===== src/rtl/ocwin_pkg.sv =====
package ocwin_pkg;
  // Default geometry at a 200 MHz clock
  localparam int DEF_SAMPLE_W  = 12;
  localparam int DEF_BLANK_CYC = 40;
  localparam int DEF_FILT_CYC  = 8;
  localparam int DEF_MINW_CYC  = 20;

  typedef enum logic {
    FLT_IDLE = 1'b0,
    FLT_HOLD = 1'b1
  } flt_state_e;
endpackage


===== src/rtl/ocwin_blank.sv =====
module ocwin_blank #(
  parameter int BLANK_CYC = ocwin_pkg::DEF_BLANK_CYC
) (
  input  logic clk,
  input  logic rst_n,
  input  logic lo_on,
  output logic eval_en
);
  localparam int CW = $clog2(BLANK_CYC + 1);
  localparam logic [CW-1:0] LOAD = CW'(BLANK_CYC - 1);

  logic          lo_q, lo_d;
  logic [CW-1:0] cnt_q, cnt_d;
  logic          rise;

  assign rise    = lo_on & ~lo_q;
  assign eval_en = lo_on & ~rise & (cnt_q == '0);

  always_comb begin
    lo_d  = lo_on;
    cnt_d = cnt_q;
    if (rise)
      cnt_d = LOAD;
    else if (cnt_q != '0)
      cnt_d = cnt_q - 1'b1;
  end

  // Previous-enable flag resets to 1 so blanking starts expired
  always_ff @(posedge clk or negedge rst_n) begin
    if (!rst_n) begin
      lo_q  <= 1'b1;
      cnt_q <= '0;
    end else begin
      lo_q  <= lo_d;
      cnt_q <= cnt_d;
    end
  end
endmodule


===== src/rtl/ocwin_qual.sv =====
module ocwin_qual #(
  parameter int SAMPLE_W = ocwin_pkg::DEF_SAMPLE_W,
  parameter int FILT_CYC = ocwin_pkg::DEF_FILT_CYC
) (
  input  logic                       clk,
  input  logic                       rst_n,
  input  logic                       eval_en,
  input  logic signed [SAMPLE_W-1:0] sample,
  input  logic signed [SAMPLE_W-1:0] thr_hi,
  input  logic signed [SAMPLE_W-1:0] thr_lo,
  output logic                       detect
);
  localparam int CW = $clog2(FILT_CYC + 1);
  localparam logic [CW-1:0] TOP = CW'(FILT_CYC - 1);

  logic          above, below, inverted, trip, qual;
  logic [CW-1:0] run_q, run_d;

  assign above    = sample > thr_hi;
  assign below    = sample < thr_lo;
  assign inverted = thr_hi <= thr_lo;
  assign trip     = above | below | inverted;
  assign qual     = eval_en & trip;
  assign detect   = qual & (run_q == TOP);

  always_comb begin
    run_d = '0;
    if (qual)
      run_d = (run_q == TOP) ? run_q : run_q + 1'b1;
  end

  always_ff @(posedge clk or negedge rst_n) begin
    if (!rst_n)
      run_q <= '0;
    else
      run_q <= run_d;
  end
endmodule


===== src/rtl/ocwin_stretch.sv =====
module ocwin_stretch #(
  parameter int MINW_CYC = ocwin_pkg::DEF_MINW_CYC
) (
  input  logic clk,
  input  logic rst_n,
  input  logic detect,
  output logic fault_n
);
  import ocwin_pkg::*;

  localparam int CW = $clog2(MINW_CYC + 1);
  localparam logic [CW-1:0] LOAD = CW'(MINW_CYC - 1);

  flt_state_e    st_q, st_d;
  logic [CW-1:0] wait_q, wait_d;

  always_comb begin
    st_d   = st_q;
    wait_d = wait_q;
    case (st_q)
      FLT_IDLE: begin
        if (detect) begin
          st_d   = FLT_HOLD;
          wait_d = LOAD;
        end
      end
      FLT_HOLD: begin
        if (wait_q != '0)
          wait_d = wait_q - 1'b1;
        else if (!detect)
          st_d = FLT_IDLE;
      end
      default: st_d = FLT_IDLE;
    endcase
  end

  always_ff @(posedge clk or negedge rst_n) begin
    if (!rst_n) begin
      st_q   <= FLT_IDLE;
      wait_q <= '0;
    end else begin
      st_q   <= st_d;
      wait_q <= wait_d;
    end
  end

  assign fault_n = (st_q != FLT_HOLD);
endmodule


===== src/rtl/ocwin_monitor.sv =====
module ocwin_monitor #(
  parameter int SAMPLE_W  = ocwin_pkg::DEF_SAMPLE_W,
  parameter int BLANK_CYC = ocwin_pkg::DEF_BLANK_CYC,
  parameter int FILT_CYC  = ocwin_pkg::DEF_FILT_CYC,
  parameter int MINW_CYC  = ocwin_pkg::DEF_MINW_CYC
) (
  input  logic                       clk,
  input  logic                       rst_n,
  input  logic                       lo_on,
  input  logic signed [SAMPLE_W-1:0] sample,
  input  logic signed [SAMPLE_W-1:0] thr_hi,
  input  logic signed [SAMPLE_W-1:0] thr_lo,
  output logic                       fault_n
);
  logic eval_en;
  logic detect;

  ocwin_blank #(.BLANK_CYC(BLANK_CYC)) u_blank (
    .clk     (clk),
    .rst_n   (rst_n),
    .lo_on   (lo_on),
    .eval_en (eval_en)
  );

  ocwin_qual #(.SAMPLE_W(SAMPLE_W), .FILT_CYC(FILT_CYC)) u_qual (
    .clk     (clk),
    .rst_n   (rst_n),
    .eval_en (eval_en),
    .sample  (sample),
    .thr_hi  (thr_hi),
    .thr_lo  (thr_lo),
    .detect  (detect)
  );

  ocwin_stretch #(.MINW_CYC(MINW_CYC)) u_stretch (
    .clk     (clk),
    .rst_n   (rst_n),
    .detect  (detect),
    .fault_n (fault_n)
  );
endmodule


===== config.mk =====
export PLATFORM = sky130hd
export DESIGN_NAME = ocwin_monitor
export DESIGN_NICKNAME = d
export VERILOG_FILES = /design/src/rtl/ocwin_pkg.sv /design/src/rtl/ocwin_blank.sv /design/src/rtl/ocwin_qual.sv /design/src/rtl/ocwin_stretch.sv /design/src/rtl/ocwin_monitor.sv
export SDC_FILE = /design/constraint.sdc
export NUM_CORES = 1
export LEC_CHECK = 0
export BUFFER_PORTS_ARGS = -buffer_cell sky130_fd_sc_hd__buf_2
export CORE_MARGIN = 1
export CORE_UTILIZATION = 54
export DETAILED_ROUTE_END_ITERATION = 10
export HOLD_SLACK_MARGIN = 0.1
export PLACE_DENSITY = 0.9
export REMOVE_ABC_BUFFERS = 1
export SLEW_MARGIN = 40
export SYNTH_ARGS = -nofsm -noshare
export SYNTH_HDL_FRONTEND = slang
export SYNTH_HIERARCHICAL = 1
export SYNTH_SLANG_ARGS = --single-unit

===== constraint.sdc =====
create_clock -name clk -period 3.1 [get_ports clk]
set_input_delay 0.155 -clock clk [delete_from_list [all_inputs] [get_ports clk]]
set_output_delay 0.155 -clock clk [all_outputs]
set_load 0.005 [all_outputs]

==> flow_summary.json, run 1 <==
{
  "status": "complete, no violations",
  "synthFlopType": "dfrtp_1",
  "clk_latency_ns": 0.29,
  "powerDensity_mw_per_mm2": 314,
  "pre_cts_slack_ns": 0.639,
  "num_antenna_cells": 0,
  "antenna_found_initial": 0,
  "rsz0062_at_grt": "false",
  "dieArea_sq_mm": 0.00349,
  "cts.htree.levels": 1,
  "crit_slowest_cell": "dfrtp_1",
  "setup_slack_ns": 0.620,
  "cts_tree": "done",
  "synth-edff-count": 0,
  "wl_per_cell_um": 12.7,
  "slew_headroom_pct": 69.1,
  "grt_pass1_vias": 1560,
  "fin_setup_tns_ns": 0,
  "period_needed_ns": 2.48,
  "grt_first_pass_wirelength_mm": 6.20,
  "firstDrtPassIters": 4,
  "max-vdd-ir-drop_uv": 133,
  "critPathLaunchType": "flip-flop",
  "hold_ws_ns": 0.299,
  "final_area_sq_mm": 0.00206,
  "place.gp.congestion": 0.863,
  "stdcell_count": 285,
  "ios": 40,
  "drive_gt1_share_pct": 21.2,
  "r2r_start": "u_blank/cnt_q[0]",
  "crit_arrival_ns": 2.69,
  "cp.required_ns": 3.31,
  "clk_pin_slew_worst_paths_ns": 0.10,
  "fin_skew_ns": 0.0153,
  "fp.dieH_um": 59.1,
  "syn_inst": 196,
  "cts_sinks": 17,
  "ys_async_sr_fraction_pct": 100,
  "synth_area_sq_mm": 0.00176,
  "drc": 0,
  "design.core.area_sq_mm": 0.00308,
  "p_leak_nw": 1.13,
  "yosys_warnings": 6,
  "synthTopCellsByArea": "ha_1 28%, dfrtp_1 23%, inv_1 7.0%",
  "p_total_uw": 647,
  "hold_violations": 0,
  "start_util_pct": 57.2,
  "worst-setup-path-type": "reg2reg",
  "slew_viol_final": 0,
  "avgSynthCellArea_sq_um": 8.99,
  "core.rowCount": 20,
  "synth.most_common_cell": "ha_1",
  "synthDominantCellAreaShare_pct": 27.7,
  "detail-route-antenna-nets": 0,
  "drt-total-wl_mm": 3.62,
  "cp_cell_sequence": "inv_1, ha_1, or3b_4, nor2_1, and3_1, inv_1, a211oi_1, nor2_1, a21oi_1, a2bb2oi_1",
  "cts_root_buffer": "clkbuf_4",
  "routed_via_density": 5.47,
  "startpoint": "u_blank/cnt_q[0]",
  "drv_cap": 0,
  "ys_seq_area_share_pct": 24.2,
  "tightest_slew_ns": 0.457,
  "placed_cells": 279,
  "ys_types": 43,
  "grt_max_degree": 18,
  "reg2reg_depth": 10,
  "worst-r2r-setup-slack_ns": 0.62,
  "gr-total-overflow": 0,
  "final_core_util_pct": 66.9,
  "synth_common_cells": "39 x ha_1, 33 x inv_1, 18 x a21oi_1, 16 x dfrtp_1, 11 x nor2_1",
  "cts.path.max_buffers": 2,
  "cts_resized": 0,
  "synth.largest_area_cell": "ha_1",
  "hpwl_mm": 3.13,
  "worstPathMaxFanout": 4,
  "nets": 320,
  "cpPeakStageDelay_ns": 0.42,
  "reg2reg_to": "u_stretch/wait_q[1]",
  "portBuffers": 39,
  "fillers": 260,
  "min_path_type": "in2async",
  "drt-initial-drc-count": 63,
  "post_cts.repair.setup_buffers": 0,
  "post_dp_cell_area_sq_mm": 0.00201,
  "post-route-period-util_pct": 80.0,
  "numCtsBuffers": 3,
  "critPathCaptureType": "flip-flop",
  "num_vias": 1559,
  "syn2layout_area_growth_pct": 16.9,
  "synth_seq_cells": 17,
  "die_w_um": 59.1,
  "grt_use_total_pct": 22.8,
  "fmax_ghz": 0.403,
  "setup_violations": 0
}
-- repair_timing --
action                                  CTS  global route
hold endpoints to repair                 18             0
hold buffers                              2             0
endpoints found under the setup margin    0             0
-- worst max-delay path by stage --
stage / end / slack [ns]
after floorplan: u_stretch/wait_q[1] / 0.93
after global placement: u_stretch/wait_q[0] / 0.75
after detailed placement: u_stretch/wait_q[1] / 0.64
after CTS: u_stretch/wait_q[1] / 0.62
after global routing: u_stretch/wait_q[1] / 0.47
final: u_stretch/wait_q[1] / 0.62
-- area by class of cell --
type                            count  area, sq um  area share, %
Timing Repair Buffer               41          215           10.4
Inverter                           33          124           6.01
Multi-Input combinational cell    146         1210           58.8
Clock buffer                        3         22.5           1.09
Clock inverter                      1         5.00          0.243
Sequential cell                    17          427           20.7
Tap cell                           44         55.1           2.67
-- cell families (layout without fill, tap and decap cells) --
logic type	Yosys count	after routing	share of synthesized area [%]
buffers and inverters	33	78	7.03
multiplexers	2	2	1.42
AND/OR/NAND/NOR	48	48	17.5
XOR/XNOR	1	1	0.497
flip-flops	17	17	24.2
adder cells (fa/ha/maj)	39	39	27.7
AO/OA/AOI/OAI	56	56	21.6
-- report_power, final --
group          internal (mW)  switching (mW)  total (mW)
logic                  0.117           0.135       0.252
registers              0.253          0.0277       0.281
clock network         0.0478          0.0654       0.113
-- worst max-delay path, delay by kind of cell (launching register included) --
kind                       cells  cell delay (ns)
and+or+nand+nor                4             0.97
buffers and inverters          2             0.17
AOI/OAI and AO/OA              3             0.67
adders and majority gates      1             0.19
DFF                            1             0.42
-- placed cells by master, fill, tap and decap left out, types with 3 or more instances in the layout --
cell type / count
o21ai_0: 4
a21o_1: 7
nor3_1: 3
nand2b_1: 6
o211ai_1: 3
dfrtp_1: 16
clkbuf_4: 3
a21oi_1: 18
o31ai_1: 3
nor2_1: 11
nor2b_1: 4
a211oi_1: 4
buf_2: 39
inv_1: 33
ha_1: 39
nand4_1: 7
nand3_1: 3
-- routing by layer --
layer / GRT usage (%) / up-vias / share of wire, %
met2: 43.0 / 27 / 52
met5: 0 / - / 0
li1: - / 810 / -
met4: 5.44 / 0 / 0.77
met3: 2.62 / 4 / 2.4
met1: 27.4 / 718 / 45
-- state kept, by name, indices dropped and copies added, names as in the netlist --
| signal | cells |
|---|---|
| u_blank/cnt_q | 6 |
| u_blank/lo_q | 1 |
| u_qual/run_q | 4 |
| u_stretch/st_q | 1 |
| u_stretch/wait_q | 5 |
Power figures use the tool's default switching activity.
==> inputs of run 2 (changes only) <==
- ABC_AREA: unset -> 1
- CORE_UTILIZATION: 54 -> 50
- PLACE_DENSITY: 0.9 -> 0.87
- clock period: 3.1 -> 2.17 ns (I/O delays scaled with it)
==> run 2 against run 1 <==
Compared with the run above:
- via count up 16%
- final cell count up 30%
- largest cell class unchanged
- global-route usage down 2.7 points
- critical path type unchanged
- register-to-register slack worse by 0.22 ns
==> flow_summary.json, run 2 <==
{
  "synth.largest_area_cell": "ha_1",
  "avgSynthCellArea_sq_um": 6.92,
  "tightest_slew_ns": 0.357,
  "drc": 0,
  "die_w_um": 64.0,
  "drv_cap": 0,
  "crit_slowest_cell": "dfrtp_1",
  "hold_violations": 0,
  "ios": 40,
  "synth_common_cells": "74 x nand2_1, 60 x inv_1, 39 x ha_1, 21 x nand3_1, 20 x nor2_1",
  "synth_seq_cells": 17,
  "fillers": 327,
  "drt-total-wl_mm": 3.67,
  "post-route-period-util_pct": 81.6,
  "start_util_pct": 52.5,
  "drt-initial-drc-count": 86,
  "fin_skew_ns": 0.00128,
  "portBuffers": 39,
  "cts_root_buffer": "clkbuf_8",
  "reg_top3": "u_blank/cnt_q: 6 flops, u_stretch/wait_q: 5 flops, u_qual/run_q: 4 flops",
  "ys_seq_area_share_pct": 22.2,
  "cts_sinks": 17,
  "clk_latency_ns": 0.25,
  "maxUsedRoutingLayer": "met4",
  "grt_use_total_pct": 20.2,
  "routed_via_density": 4.88,
  "firstDrtPassIters": 4,
  "fin_setup_tns_ns": 0,
  "max-vdd-ir-drop_uv": 303,
  "synthFlopType": "dfrtp_1",
  "route.met3.wl_um": 145,
  "grt_first_pass_wirelength_mm": 6.68,
  "critPathCaptureType": "flip-flop",
  "syn_inst": 278,
  "syn2layout_area_growth_pct": 16.7,
  "core.rowCount": 22,
  "p_leak_nw": 1.40,
  "critPathLaunchType": "flip-flop",
  "synth_area_sq_mm": 0.00192,
  "slew_viol_final": 0,
  "post_cts.repair.setup_buffers": 0,
  "synth-edff-count": 0,
  "grt_max_degree": 18,
  "min_path_type": "in2async",
  "m1WireLength_mm": 1.73,
  "gr-total-overflow": 0,
  "crit_arrival_ns": 1.95,
  "antenna_found_initial": 0,
  "dieArea_sq_mm": 0.00410,
  "yosys_warnings": 6,
  "cts.htree.levels": 1,
  "synthDominantCellAreaShare_pct": 25.4,
  "fp.dieH_um": 64.0,
  "worstPathMaxFanout": 7,
  "fmax_ghz": 0.564,
  "largest_reg_flops": 6,
  "synth.most_common_cell": "nand2_1",
  "num_antenna_cells": 0,
  "design.core.area_sq_mm": 0.00366,
  "postCtsHoldBufs": 2,
  "place.gp.congestion": 0.814,
  "cts_resized": 0,
  "cts_tree": "done",
  "nets": 402,
  "regMostFlops": "u_blank/cnt_q",
  "clk_pin_slew_worst_paths_ns": 0.06,
  "final_common_cell": "nand2_1",
  "wl_per_cell_um": 9.89,
  "detail-route-antenna-nets": 0,
  "status": "complete, no violations",
  "cp_num_buf_inv": 1,
  "cpPeakStageDelay_ns": 0.38,
  "worst-setup-path-type": "reg2reg",
  "grt_pass1_vias": 1689,
  "cp_cell_sequence": "inv_1, ha_1, nand3_4, nor3_2, nand2_2, nor2_1, nand2_2, nand2_1, nand2_1, o21ai_1",
  "synthTopCellsByArea": "ha_1 25%, dfrtp_1 21%, nand2_1 14%",
  "crit_family": "simple AND/OR/NAND/NOR gates",
  "ys_async_sr_fraction_pct": 100,
  "dr_wl_met2_mm": 1.78,
  "powerDensity_mw_per_mm2": 475,
  "num_vias": 1810,
  "rsz0062_at_grt": "false",
  "cp.required_ns": 2.35,
  "numCtsBuffers": 3,
  "setup_violations": 0,
  "final_cell_mix": "74 x nand2_1, 60 x inv_1, 39 x buf_2, 39 x ha_1, 21 x nand3_1",
  "cts.path.max_buffers": 2,
  "drive_gt1_share_pct": 18.3,
  "final_core_util_pct": 61.3,
  "ys_types": 28,
  "period_needed_ns": 1.77,
  "hpwl_mm": 3.15,
  "hold_ws_ns": 0.304,
  "slew_headroom_pct": 76.2
}
## run 2: cell types whose count changed in the layout (fill, tap and decap cells not counted), moves of 5 or more
cell / previous run / this run
nor2_2: 0 / 5
nand2_1: 2 / 74
a21oi_1: 18 / 10
inv_1: 33 / 60
a21o_1: 7 / 1
nor2_1: 11 / 20
nand2b_1: 6 / 0
nand3_1: 3 / 21
## run 2: worst register-to-register path, stage by stage (launching register included)
cell	delay, ns
dfrtp_1	0.38
inv_1	0.18
ha_1	0.30
nand3_4	0.13
nor3_2	0.15
nand2_2	0.11
nor2_1	0.15
nand2_2	0.11
nand2_1	0.07
nand2_1	0.05
o21ai_1	0.07
## run 2: final timing paths
| check | startpoint | end | slack, ns | cells after the start |
|---|---|---|---|---|
| setup / recovery | u_blank/cnt_q[0] | u_stretch/wait_q[0] | 0.40 | 10 |
| hold / removal | rst_n | u_stretch/wait_q[3] | 0.30 | 2 |
| setup reg to reg | u_blank/cnt_q[0] | u_stretch/wait_q[0] | 0.40 | 10 |
| hold reg to reg | u_stretch/wait_q[0] | u_stretch/wait_q[0] | 0.48 | 1 |
| max in group asynchronous | rst_n | u_blank/lo_q | 1.56 | 2 |
| min in group clk | u_stretch/wait_q[0] | u_stretch/wait_q[0] | 0.48 | 1 |
## run 2: layer usage
metal | vias to the layer above | global-route usage, %
li1 | 967 | -
met1 | 797 | 25.5
met2 | 42 | 35.5
met3 | 4 | 3.93
met4 | 0 | 3.69
met5 | - | 0
## run 2: final cells by class
| class | instances | area [sq um] | share of cell area (%) |
|---|---|---|---|
| Sequential cell | 17 | 427 | 19.0 |
| Inverter | 61 | 229 | 10.2 |
| Timing Repair Buffer | 41 | 215 | 9.59 |
| Clock buffer | 4 | 45.0 | 2.01 |
| Tap cell | 48 | 60.1 | 2.68 |
| Multi-Input combinational cell | 200 | 1270 | 56.5 |
## run 2: cells by family (layout without fill, tap and decap cells)
logic type               Yosys count  count (layout)  share of synthesized area [%]
AND/OR/NAND/NOR                  144             144                           35.2
buffers and inverters             61             106                           11.9
adder cells (fa/ha/maj)           39              39                           25.4
flip-flops                        17              17                           22.2
AO/OA/AOI/OAI                     14              14                           3.90
XOR/XNOR                           2               2                          0.911
multiplexers                       1               1                          0.521
## run 2: report_power, final
| part | switching (mW) | internal [mW] | total (mW) | leakage (nW) |
|---|---|---|---|---|
| clock network | 0.0996 | 0.130 | 0.230 | 0.0228 |
| registers | 0.0552 | 0.362 | 0.417 | 0.219 |
| logic | 0.246 | 0.173 | 0.419 | 1.16 |
| total | 0.401 | 0.665 | 1.07 | 1.40 |
## run 2: stage by stage
step	setup slack (ns)	power, mW	cells	instance area, sq um
floorplan	0.572	0.716	278	1920
global placement	0.268	0.813	365	2180
detailed placement	0.252	0.832	365	2180
CTS	0.405	1.07	371	2240
global route	0.150	1.17	371	2240
finish	0.398	1.07	371	2240
